<file path="config.mk">
export PLATFORM = sky130hd
export DESIGN_NAME = cntx_oneshot
export DESIGN_NICKNAME = d
export VERILOG_FILES = /design/src/rtl/cntx_pkg.sv /design/src/rtl/cntx_osc.sv /design/src/rtl/cntx_nctr.sv /design/src/rtl/cntx_oneshot.sv
export SDC_FILE = /design/constraint.sdc
export NUM_CORES = 1
export LEC_CHECK = 0
export CORE_MARGIN = 5
export CORE_UTILIZATION = 30
export DETAILED_ROUTE_END_ITERATION = 12
export GPL_TIMING_DRIVEN = 0
export SKIP_LAST_GASP = 1
export SLEW_MARGIN = 20
export SYNTH_ARGS = -nofsm -noshare
export SYNTH_HDL_FRONTEND = slang
export SYNTH_SLANG_ARGS = --single-unit
</file>
<file path="constraint.sdc">
create_clock -name clk -period 3.4 [get_ports clk]
set_input_delay 0.68 -clock clk [delete_from_list [all_inputs] [get_ports clk]]
set_output_delay 0.68 -clock clk [all_outputs]
set_load 0.005 [all_outputs]
</file>
<file path="src/rtl/cntx_pkg.sv">
package cntx_pkg;

    typedef enum logic {
        PH_LOW  = 1'b0,
        PH_HIGH = 1'b1
    } osc_phase_e;

    function automatic int max_of(input int a, input int b);
        return (a > b) ? a : b;
    endfunction

endpackage

</file>
<file path="src/rtl/cntx_osc.sv">
module cntx_osc
    import cntx_pkg::*;
#(
    parameter int FIRST_CYC = 5,
    parameter int HALF_CYC  = 4,
    parameter int TMR_W     = 3
) (
    input  logic clk,
    input  logic rst,
    input  logic start_i,
    input  logic run_i,
    input  logic halt_i,
    output logic osc_o,
    output logic wrap_o
);

    localparam logic [TMR_W-1:0] FIRST_LOAD = TMR_W'(FIRST_CYC - 1);
    localparam logic [TMR_W-1:0] HALF_LOAD  = TMR_W'(HALF_CYC - 1);

    typedef struct packed {
        osc_phase_e       ph;
        logic [TMR_W-1:0] tmr;
    } osc_state_t;

    osc_state_t st_d, st_q;
    logic       wrap_d;

    always_comb begin
        st_d   = st_q;
        wrap_d = 1'b0;
        if (start_i) begin
            st_d.ph  = PH_HIGH;
            st_d.tmr = FIRST_LOAD;
        end else if (run_i) begin
            if (st_q.tmr != '0) begin
                st_d.tmr = st_q.tmr - TMR_W'(1);
            end else if (st_q.ph == PH_HIGH) begin
                st_d.ph  = PH_LOW;
                st_d.tmr = HALF_LOAD;
            end else begin
                wrap_d = 1'b1;
                if (halt_i) begin
                    st_d.ph  = PH_LOW;
                    st_d.tmr = '0;
                end else begin
                    st_d.ph  = PH_HIGH;
                    st_d.tmr = HALF_LOAD;
                end
            end
        end else begin
            st_d.ph  = PH_LOW;
            st_d.tmr = '0;
        end
    end

    always_ff @(posedge clk) begin
        if (rst) begin
            st_q <= '{ph: PH_LOW, tmr: '0};
        end else begin
            st_q <= st_d;
        end
    end

    assign osc_o  = (st_q.ph == PH_HIGH);
    assign wrap_o = wrap_d;

endmodule

</file>
<file path="src/rtl/cntx_nctr.sv">
module cntx_nctr #(
    parameter int CNT_W = 16
) (
    input  logic             clk,
    input  logic             rst,
    input  logic             start_i,
    input  logic [CNT_W-1:0] n_i,
    input  logic             wrap_i,
    output logic             active_o,
    output logic             last_o,
    output logic             done_o
);

    typedef struct packed {
        logic             active;
        logic [CNT_W-1:0] cnt;
        logic [CNT_W-1:0] lim;
        logic             done;
    } ctr_state_t;

    ctr_state_t st_d, st_q;
    logic       last;

    assign last = st_q.active && (st_q.cnt == (st_q.lim - CNT_W'(1)));

    always_comb begin
        st_d      = st_q;
        st_d.done = 1'b0;
        if (start_i) begin
            st_d.active = 1'b1;
            st_d.cnt    = '0;
            st_d.lim    = (n_i == '0) ? CNT_W'(1) : n_i;
        end else if (st_q.active && wrap_i) begin
            if (last) begin
                st_d.active = 1'b0;
                st_d.done   = 1'b1;
            end else begin
                st_d.cnt = st_q.cnt + CNT_W'(1);
            end
        end
    end

    always_ff @(posedge clk) begin
        if (rst) begin
            st_q <= '{active: 1'b0, cnt: '0, lim: CNT_W'(1), done: 1'b0};
        end else begin
            st_q <= st_d;
        end
    end

    assign active_o = st_q.active;
    assign last_o   = last;
    assign done_o   = st_q.done;

endmodule

</file>
<file path="src/rtl/cntx_oneshot.sv">
module cntx_oneshot
    import cntx_pkg::*;
#(
    parameter int CNT_W     = 16,
    parameter int FIRST_CYC = 5,
    parameter int HALF_CYC  = 4
) (
    input  logic             clk,
    input  logic             rst,
    input  logic             trig_i,
    input  logic [CNT_W-1:0] count_n_i,
    output logic             pulse_o,
    output logic             osc_o,
    output logic             done_o
);

    localparam int TMR_W = $clog2(max_of(FIRST_CYC, HALF_CYC) + 1);

    typedef struct packed {
        logic trig_prev;
    } top_state_t;

    top_state_t st_d, st_q;
    logic       start;
    logic       active;
    logic       last;
    logic       wrap;

    always_comb begin
        st_d           = st_q;
        st_d.trig_prev = trig_i;
    end

    always_ff @(posedge clk) begin
        if (rst) begin
            st_q <= '{trig_prev: 1'b0};
        end else begin
            st_q <= st_d;
        end
    end

    assign start = trig_i && !st_q.trig_prev && !rst;

    cntx_osc #(
        .FIRST_CYC (FIRST_CYC),
        .HALF_CYC  (HALF_CYC),
        .TMR_W     (TMR_W)
    ) u_osc (
        .clk     (clk),
        .rst     (rst),
        .start_i (start),
        .run_i   (active),
        .halt_i  (last),
        .osc_o   (osc_o),
        .wrap_o  (wrap)
    );

    cntx_nctr #(
        .CNT_W (CNT_W)
    ) u_nctr (
        .clk      (clk),
        .rst      (rst),
        .start_i  (start),
        .n_i      (count_n_i),
        .wrap_i   (wrap),
        .active_o (active),
        .last_o   (last),
        .done_o   (done_o)
    );

    assign pulse_o = active;

endmodule


</file>
==> results of run 1 <==
==> synth_stat cells, drive strengths merged (4+ instances only) <==
| master | instances | area share |
|---|---|---|
| a22o | 7 | 0.027 |
| clkbuf | 10 | 0.018 |
| or4 | 8 | 0.028 |
| and3 | 4 | 0.012 |
| dfxtp | 39 | 0.34 |
| o21ai | 13 | 0.037 |
| xnor2 | 11 | 0.043 |
| nand4 | 9 | 0.025 |
| nand3b | 4 | 0.013 |
| a21oi | 21 | 0.055 |
| inv | 6 | 0.0099 |
| and2 | 5 | 0.015 |
| or3 | 9 | 0.025 |
| nand2b | 8 | 0.022 |
| nor2 | 14 | 0.023 |
| nor4 | 8 | 0.029 |
| nor3 | 6 | 0.015 |
| nand2 | 28 | 0.046 |
| o211ai | 5 | 0.017 |
| xor2 | 7 | 0.027 |
| nand3 | 9 | 0.020 |
| ha | 4 | 0.022 |
==> cells in the final DEF, fill, tap and decap left out, types with 8 or more instances in the layout <==
cell	instances
a21oi_1	16
clkbuf_1	9
clkdlybuf4s50_1	21
dfxtp_1	39
nand2_1	28
nand2b_1	8
nand3_1	9
nand4_1	9
nor2_1	14
or3_1	9
xnor2_1	11
==> layout make-up <==
type	instances	area (µm²)
inverters	6	22.5
flip-flops and latches	39	781
well taps	99	124
plain buffers	13	82.6
clock buffers	8	100
fillers	796	4590
repair buffers	21	210
multi-input cells	208	1380
==> kinds of logic (layout without fill, tap and decap cells) <==
family          count (synthesis)  in the layout  share of synthesized area
buf+inv                        19             48                     0.0464
flops                          39             39                      0.345
compound gates                 61             61                      0.188
simple gates                  122            122                      0.310
xor+xnor                       19             19                     0.0796
fa+ha+maj                       4              4                     0.0221
mux                             2              2                    0.00940
==> routing by layer <==
metal / GRT usage / part of all wire
met2: 0.185 / 0.45
met1: 0.174 / 0.51
met5: 0 / 0
met4: 0.0292 / 0.0091
met3: 0.0331 / 0.034
==> worst min-delay path by stage <==
stage | startpoint | to | slack [ns] | depth (start not counted)
after global placement | u_osc.st_q[0] | u_osc.st_q[0] | 0.43 | 1
after floorplan | u_osc.st_q[0] | u_osc.st_q[0] | 0.41 | 1
after CTS | u_osc.st_q[0] | u_osc.st_q[0] | 0.44 | 1
after detailed placement | u_osc.st_q[0] | u_osc.st_q[0] | 0.43 | 1
final | u_osc.st_q[0] | u_osc.st_q[0] | 0.45 | 1
after global routing | u_osc.st_q[0] | u_osc.st_q[0] | 0.48 | 1
==> sequential cells by signal, indices dropped and copies added (netlist names) <==
register / cells
st_q: 1
u_nctr.active_o: 1
u_nctr.done_o: 1
u_nctr.st_q: 32
u_osc.osc_o: 1
u_osc.st_q: 3
==> power groups by stage <==
| stage | combinational (µW) | sequential (µW) | clock [µW] |
|---|---|---|---|
| 2_1_floorplan | 127 | 499 | 0 |
| 3_3_place_gp | 187 | 504 | 0 |
| 3_5_place_dp | 188 | 504 | 0 |
| 4_1_cts | 189 | 493 | 360 |
| 5_1_grt | 210 | 497 | 380 |
| 6_report | 190 | 493 | 355 |
==> metrics by stage <==
step           hold WS, ns   util
3_3_place_gp         0.427  0.356
6_report             0.447  0.370
4_1_cts              0.443  0.370
5_1_grt              0.482  0.370
3_5_place_dp         0.431  0.356
2_1_floorplan        0.411      -
==> run summary, run 1 <==
The run finished with clean final reports. TritonCTS built the clock tree. At the pin with the least slew margin, the transition time is 0.661 ns. The ratio of final minimum period to clock period was 0.877; the via density per instance was 5.27.

Entering global routing, the biggest net connects 12 pins. The depth of the most critical reg-to-reg path was 9. When the netlist entered floorplanning its net count stood at 289.

The fraction of registers with async set/reset came out at 0. The detail route stage leaves a number of antenna-violating nets equal to 0. For this run, the number of standard cells in the final layout without fillers is 394.

Dividing the detail-routed wire length by the instance count gives 14.6 µm. In this run the horizontal extent of the chip is 96.9 µm. The worst slew margin relative to its limit was 0.555.

Derived from the worst setup path, the maximum achievable clock frequency is 335 MHz. In this run the cell area measured after placement is 2600 µm². Once the clock tree was built, the resizer swapped 0 gates to a different size.

For the worst-skew pair, the clock arrives at the later sink with an insertion delay of 0.30 ns. The fraction of power consumed by sequential logic was 0.475. The routed layout has 2078 vias.

For the clock group share of total power, the log shows 0.342. The startpoint kind of the worst setup timing path was a flip-flop. Setup repair after global routing left no endpoint under its margin.

The run gives 0 as the count of yosys warnings during synthesis. Wire length of the first global-routing pass: 9600 µm. The tree built by TritonCTS fans out to 39 sinks.

Counting flops with a built-in enable in the synthesized netlist gives 0. Counting both buffers and inverters, the worst setup path holds a total of 2. The worst register-to-register path ends at u_nctr.st_q[17]. Power spread over the standard cell area amounts to 385 nW/µm².

The critical path class is flip-flop to flip-flop. The worst hold path belongs to the class flip-flop to flip-flop. The run gives 1932 as the number of global-route vias before repair. The fraction of the yosys area taken by sequential cells was 0.345. The HPWL after detailed placement was 4350 µm.

The count of inserted antenna diode cells was 0. The run gives 0 as the count of final max-slew check failures. The first TritonRoute pass finished after 4 iterations. In this run the register-to-register setup slack is 0.42 ns. Wires add up to 5740 µm. In this run the number of H-tree levels came out at 2. VDD sags by at most 0.000203 V. The number of hold buffers added after CTS was 0. Of all nets on the critical path, the largest fanout is 10.

The smallest setup slack after layout is 0.417 ns, and the post-synthesis sequential element count is 39. Relative to the synthesized area, the layout overhead comes to 19.2%. Die outline area: 9380 µm². The number of distinct library cell variants in the gate-level netlist after synthesis was 52; the minimum clock period was 2.98 ns. The final net count is 317, and the internal power consumption is 746 µW. The detailed router finished its first iteration with 64 violations.

The cell count after placement was 386. Number of antenna violations at the first check in global routing: 0. Total power for the finished layout comes to 1040 µW.

The count of buffers inserted at the top-level ports is 21, and the all-layer global routing usage is 0.123. The tools report the CTS root buffer as clkbuf_8. The cell family contributing the most delay on the critical path is simple AND/OR/NAND/NOR gates.

Signal arrival time at the worst endpoint: 3.15 ns. The logs give 292 µW for the reported net switching power and 0.000949 µW for the total leakage power. After global routing the overflow that remains totals 0. For the final database, setup skew stands at 0.00492 ns. The finished cells cover 2700 µm². Synthesis produced 266 cells. In this run the critical register-to-register path is launched from u_nctr.st_q[1]. Counting the buffers created by CTS gives 5. At the worst endpoint, the required time is 3.56 ns. Cell with the largest stage delay on the worst path: nor4_1. The largest single stage delay on the critical path is 0.64 ns. The run gives 31 as the number of placement rows. The starting density of the core is 0.310.

Measured along the y axis, the die boundary spans 96.9 µm. The tools report the post-placement setup slack as 0.497 ns. Summing every instance area after synthesis gives 2260 µm². STA classifies the critical path endpoint as a flip-flop. At the end of routability-driven placement, the weighted congestion stood at 0.786.

The most used flip-flop cell after synthesis is dfxtp_1. In this run the mean area of a mapped cell was 8.51 µm². For this design the top-level I/O count stands at 22.

The share of cells above drive strength 1 works out to 0.112. The run gives 0 as the final setup violation count. The number of setup buffers added after CTS is 0. The tools report the number of hold-slack violations in the final timing report as 0. The run gives 7290 µm² as the core box area. The critical path starts at u_nctr.st_q[1]. Detailed-route DRC error count: 0.

After routing, the total negative slack on setup checks comes to 0 ns. The logic depth of the worst path, buffers included is 9, and the switching share of power is 0.281. The signal on the critical path passes through clkbuf_1, nor4_1, nand4b_1, mux2i_1, a311o_2, nor4_4, clkbuf_2, or3_1, a21oi_2. The run gives 0 as the max-capacitance violation count. The timing endpoint of the critical path was u_nctr.st_q[17].

The post-CTS clock slew at the launch and capture registers of the worst setup and hold paths works out to 0.08 ns. The longest clock path from root to sink contains 2 buffers. The share of power burned in combinational logic is 0.183.
Note: power is estimated with default switching activity, not from simulation.
==> inputs of run 2 (changes only) <==
--- a/config.mk
+++ b/config.mk
@@ -5,10 +5,12 @@
 export SDC_FILE = /design/constraint.sdc
 export NUM_CORES = 1
 export LEC_CHECK = 0
+export CAP_MARGIN = 20
 export CORE_MARGIN = 5
 export CORE_UTILIZATION = 30
 export DETAILED_ROUTE_END_ITERATION = 12
 export GPL_TIMING_DRIVEN = 0
+export PLACE_DENSITY_LB_ADDON = 0.12
 export SKIP_LAST_GASP = 1
 export SLEW_MARGIN = 20
 export SYNTH_ARGS = -nofsm -noshare
==> run 2 against run 1 <==
Compared with the run above: worst hold slack lost 0.0055 ns; via count down 3.1%; cell count stayed put; largest cell class unchanged; sequential share of layout area is 0.20 points higher; non-clock buffer count is the same; combinational power hardly changed; clock power fell by 14%; count of clock-buffer cells in the layout fell by 1; fmax rose by 1.0%; critical path depth is 2 higher; wire length is 2.5% higher.
==> run summary, run 2 (same netlist as run 1, synthesis figures left out) <==
Setup repair after global routing left no endpoint under its margin. The startpoint kind of the worst setup timing path is a flip-flop. Worst setup path startpoint: u_nctr.st_q[1].

Commonest non-fill, non-tap cell in the layout: dfxtp_1. The post-CTS clock slew at the launch and capture registers of the worst setup and hold paths was 0.08 ns (about the same); the die outline area was 9380 µm² (unchanged). Vertical die dimension: 96.9 µm (unchanged). The flow ran to the end, and the final reports show no timing, DRC or antenna violations. The run gives 0 (unchanged) as the count of inserted antenna diode cells. For the number of gates resized after CTS, the log shows 0 (unchanged). The tools report the largest voltage drop on the vdd net as 0.000152 V (-25%). The tools report the number of levels in the clock H-tree as 2 (unchanged).

The logs give 0.000940 µW (-0.98%) for the total leakage power and 0.310 (unchanged) for the starting density of the core. The largest registers in the layout are u_nctr.st_q: 32 flops, u_osc.st_q: 3 flops. The run gives 0 (unchanged) as the post-CTS setup repair buffer count. The tightest min-delay check is of the flip-flop to flip-flop type.

The post-detailed-placement cell area was 2600 µm² (unchanged); the cell count after placement was 386 (unchanged). Final worst clock skew: 0.00291 ns (-0.00201 ns). Required arrival time at the worst endpoint: 3.55 ns (about the same). For the number of clock sinks, the log shows 39 (unchanged).

The HPWL after detailed placement is 4570 µm (+4.9%). Ranked by flip-flop count, first place goes to u_nctr.st_q. The number of nets with antenna violations after detailed routing was 0 (unchanged); the minimum clock period was 2.95 ns (-0.0306 ns). The logs give 79 (+23%) for the number of DRC markers after the initial detailed-route iteration and 0.29 ns (about the same) for the clock latency reported for the late side of the worst-skew pair.

Reg-to-reg critical path endpoint: u_nctr.st_q[19]. The wire length of the first global-routing pass came out at 9890 µm (+3.1%). The power density of the placed cells is 370 nW/µm² (-3.9%), and the pin count of the biggest net entering global routing is 12 (unchanged). The final standard cell area without fillers is 2680 µm² (-0.70%), and the number of global-route vias before repair is 2039 (+5.5%). The tools report the signal arrival time at the worst endpoint as 3.11 ns (-0.04 ns). The number of flip-flops under the largest register name was 32 (unchanged); the count of final max-slew check failures was 0 (unchanged). The clock buffer count from CTS is 5 (unchanged), and the final setup violation count is 0 (unchanged). The transition at the pin with the smallest max-transition slack works out to 0.646 ns (-0.0148 ns).

In the layout the commonest cells are dfxtp_1 (39), nand2_1 (28), clkdlybuf4s50_1 (21). The run gives 0 (unchanged) as the max-capacitance violation count. Via density per instance: 5.11 (-3.1%). The tools report the number of placement rows as 31 (unchanged). The met2 routing resource usage after global routing was 0.203 (+0.0175).

STA classifies the critical path endpoint as a flip-flop. CTS placed an instance of clkbuf_8 at the clock tree root. The maximum root-to-sink buffer count is 2 (unchanged). The worst reg-to-reg setup slack is 0.45 ns (+0.03 ns). The routed wire length was 5880 µm (+2.5%). The most used routing layer in global routing was met2. The routed length per instance came out at 14.9 µm (+2.5%). Following the worst setup path forward leads to its endpoint at u_nctr.st_q[19]. TritonCTS built the clock tree. For the final global-route overflow total, the log shows 0 (unchanged). The worst register-to-register path begins at u_nctr.st_q[1]. Detailed-route DRC error count: 0 (unchanged).

The maximum frequency from static timing analysis is 339 MHz (+1.0%). The first-pass detailed-route iteration total is 4 (unchanged), and the number of hold-slack violations in the final timing report is 0 (unchanged). All-layer global routing usage: 0.128 (+0.00475).

For the filler cell count, the log shows 788 (-1.0%). The weighted congestion reported at the end of routability-driven placement was 0.746 (-5.1%); the vias after detailed routing was 2013 (-3.1%). Critical path class: flip-flop to flip-flop.

The depth of the most critical reg-to-reg path came out at 11 (+2). Count of hold buffers inserted by post-cts repair: 0 (unchanged). The logs give 0 (unchanged) for the number of antenna violations at the first check in global routing and 0.171 (-0.00276) for the met1 track utilization from global routing.

The area overhead of the layout relative to synthesis is 18.4%, and the smallest setup slack after layout is 0.447 ns (+0.0306 ns). The worst slack on hold paths is 0.442 ns (-0.00547 ns), and the setup TNS is 0 ns (unchanged). The die boundary width was 96.9 µm (unchanged).

The tools report the post-placement setup slack as 0.467 ns (-0.0305 ns). The share of cells above drive strength 1 is 0.108 (-0.00339), and the met3 layer usage reported by global route is 0.0273 (-0.00576). The final non-filler cell total came out at 394 (unchanged). Core box area: 7290 µm² (unchanged).

The ratio of final minimum period to clock period is 0.868 (-0.00900), and the final net count is 317 (unchanged). The maximum fanout count along the critical path was 10 (unchanged); the boundary pin count was 22 (unchanged). Count of buffers inserted at the top-level ports: 21 (unchanged).

Worst slew margin relative to its limit: 0.569 (+0.0140).
run 2: area by class of cell:
type                    count  area, µm²  area share
plain buffers              13       82.6      0.0308
flip-flops and latches     39        781       0.291
repair buffers             21        210      0.0785
multi-input cells         208       1380       0.514
inverters                   6       22.5     0.00841
clock inverters             1       5.00     0.00187
well taps                  99        124      0.0462
clock buffers               7       76.3      0.0285
run 2: power breakdown:
part           switching (µW)  total [µW]  leakage (µW)  internal (µW)
Sequential               19.4         493      0.000318            474
Clock                     163         307     0.0000422            144
Combinational             104         191      0.000580           86.9
Total                     286         991      0.000940            705
run 2: stage by stage:
| stage | power (µW) | util |
|---|---|---|
| after floorplan | 626 | - |
| after global placement | 698 | 0.356 |
| after detailed placement | 696 | 0.356 |
| after CTS | 1000 | 0.367 |
| after global routing | 1040 | 0.367 |
| final | 991 | 0.367 |
run 2: critical path, stage by stage (launching register included):
cell	delay, ns
dfxtp_1	0.31
clkbuf_1	0.27
inv_1	0.08
ha_1	0.26
and2_1	0.20
o21ai_0	0.17
a31oi_1	0.11
a311o_2	0.40
nor4_4	0.49
clkbuf_2	0.32
or3_1	0.16
a21oi_2	0.05
run 2: worst min path at each step:
stage / from / to / slack [ns] / depth (start not counted)
2_1_floorplan: u_osc.st_q[0] / u_osc.st_q[0] / 0.41 / 1
3_3_place_gp: u_osc.st_q[0] / u_osc.st_q[0] / 0.43 / 1
3_5_place_dp: u_osc.st_q[0] / u_osc.st_q[0] / 0.43 / 1
4_1_cts: u_osc.st_q[0] / u_osc.st_q[0] / 0.44 / 1
5_1_grt: u_osc.st_q[0] / u_osc.st_q[0] / 0.50 / 1
6_report: u_osc.st_q[0] / u_osc.st_q[0] / 0.44 / 1
run 2: routing by layer:
| layer | part of all wire | routed length [µm] |
|---|---|---|
| met4 | 0.013 | 74 |
| met1 | 0.50 | 2920 |
| met2 | 0.44 | 2620 |
| met5 | 0 | 0 |
| met3 | 0.046 | 269 |
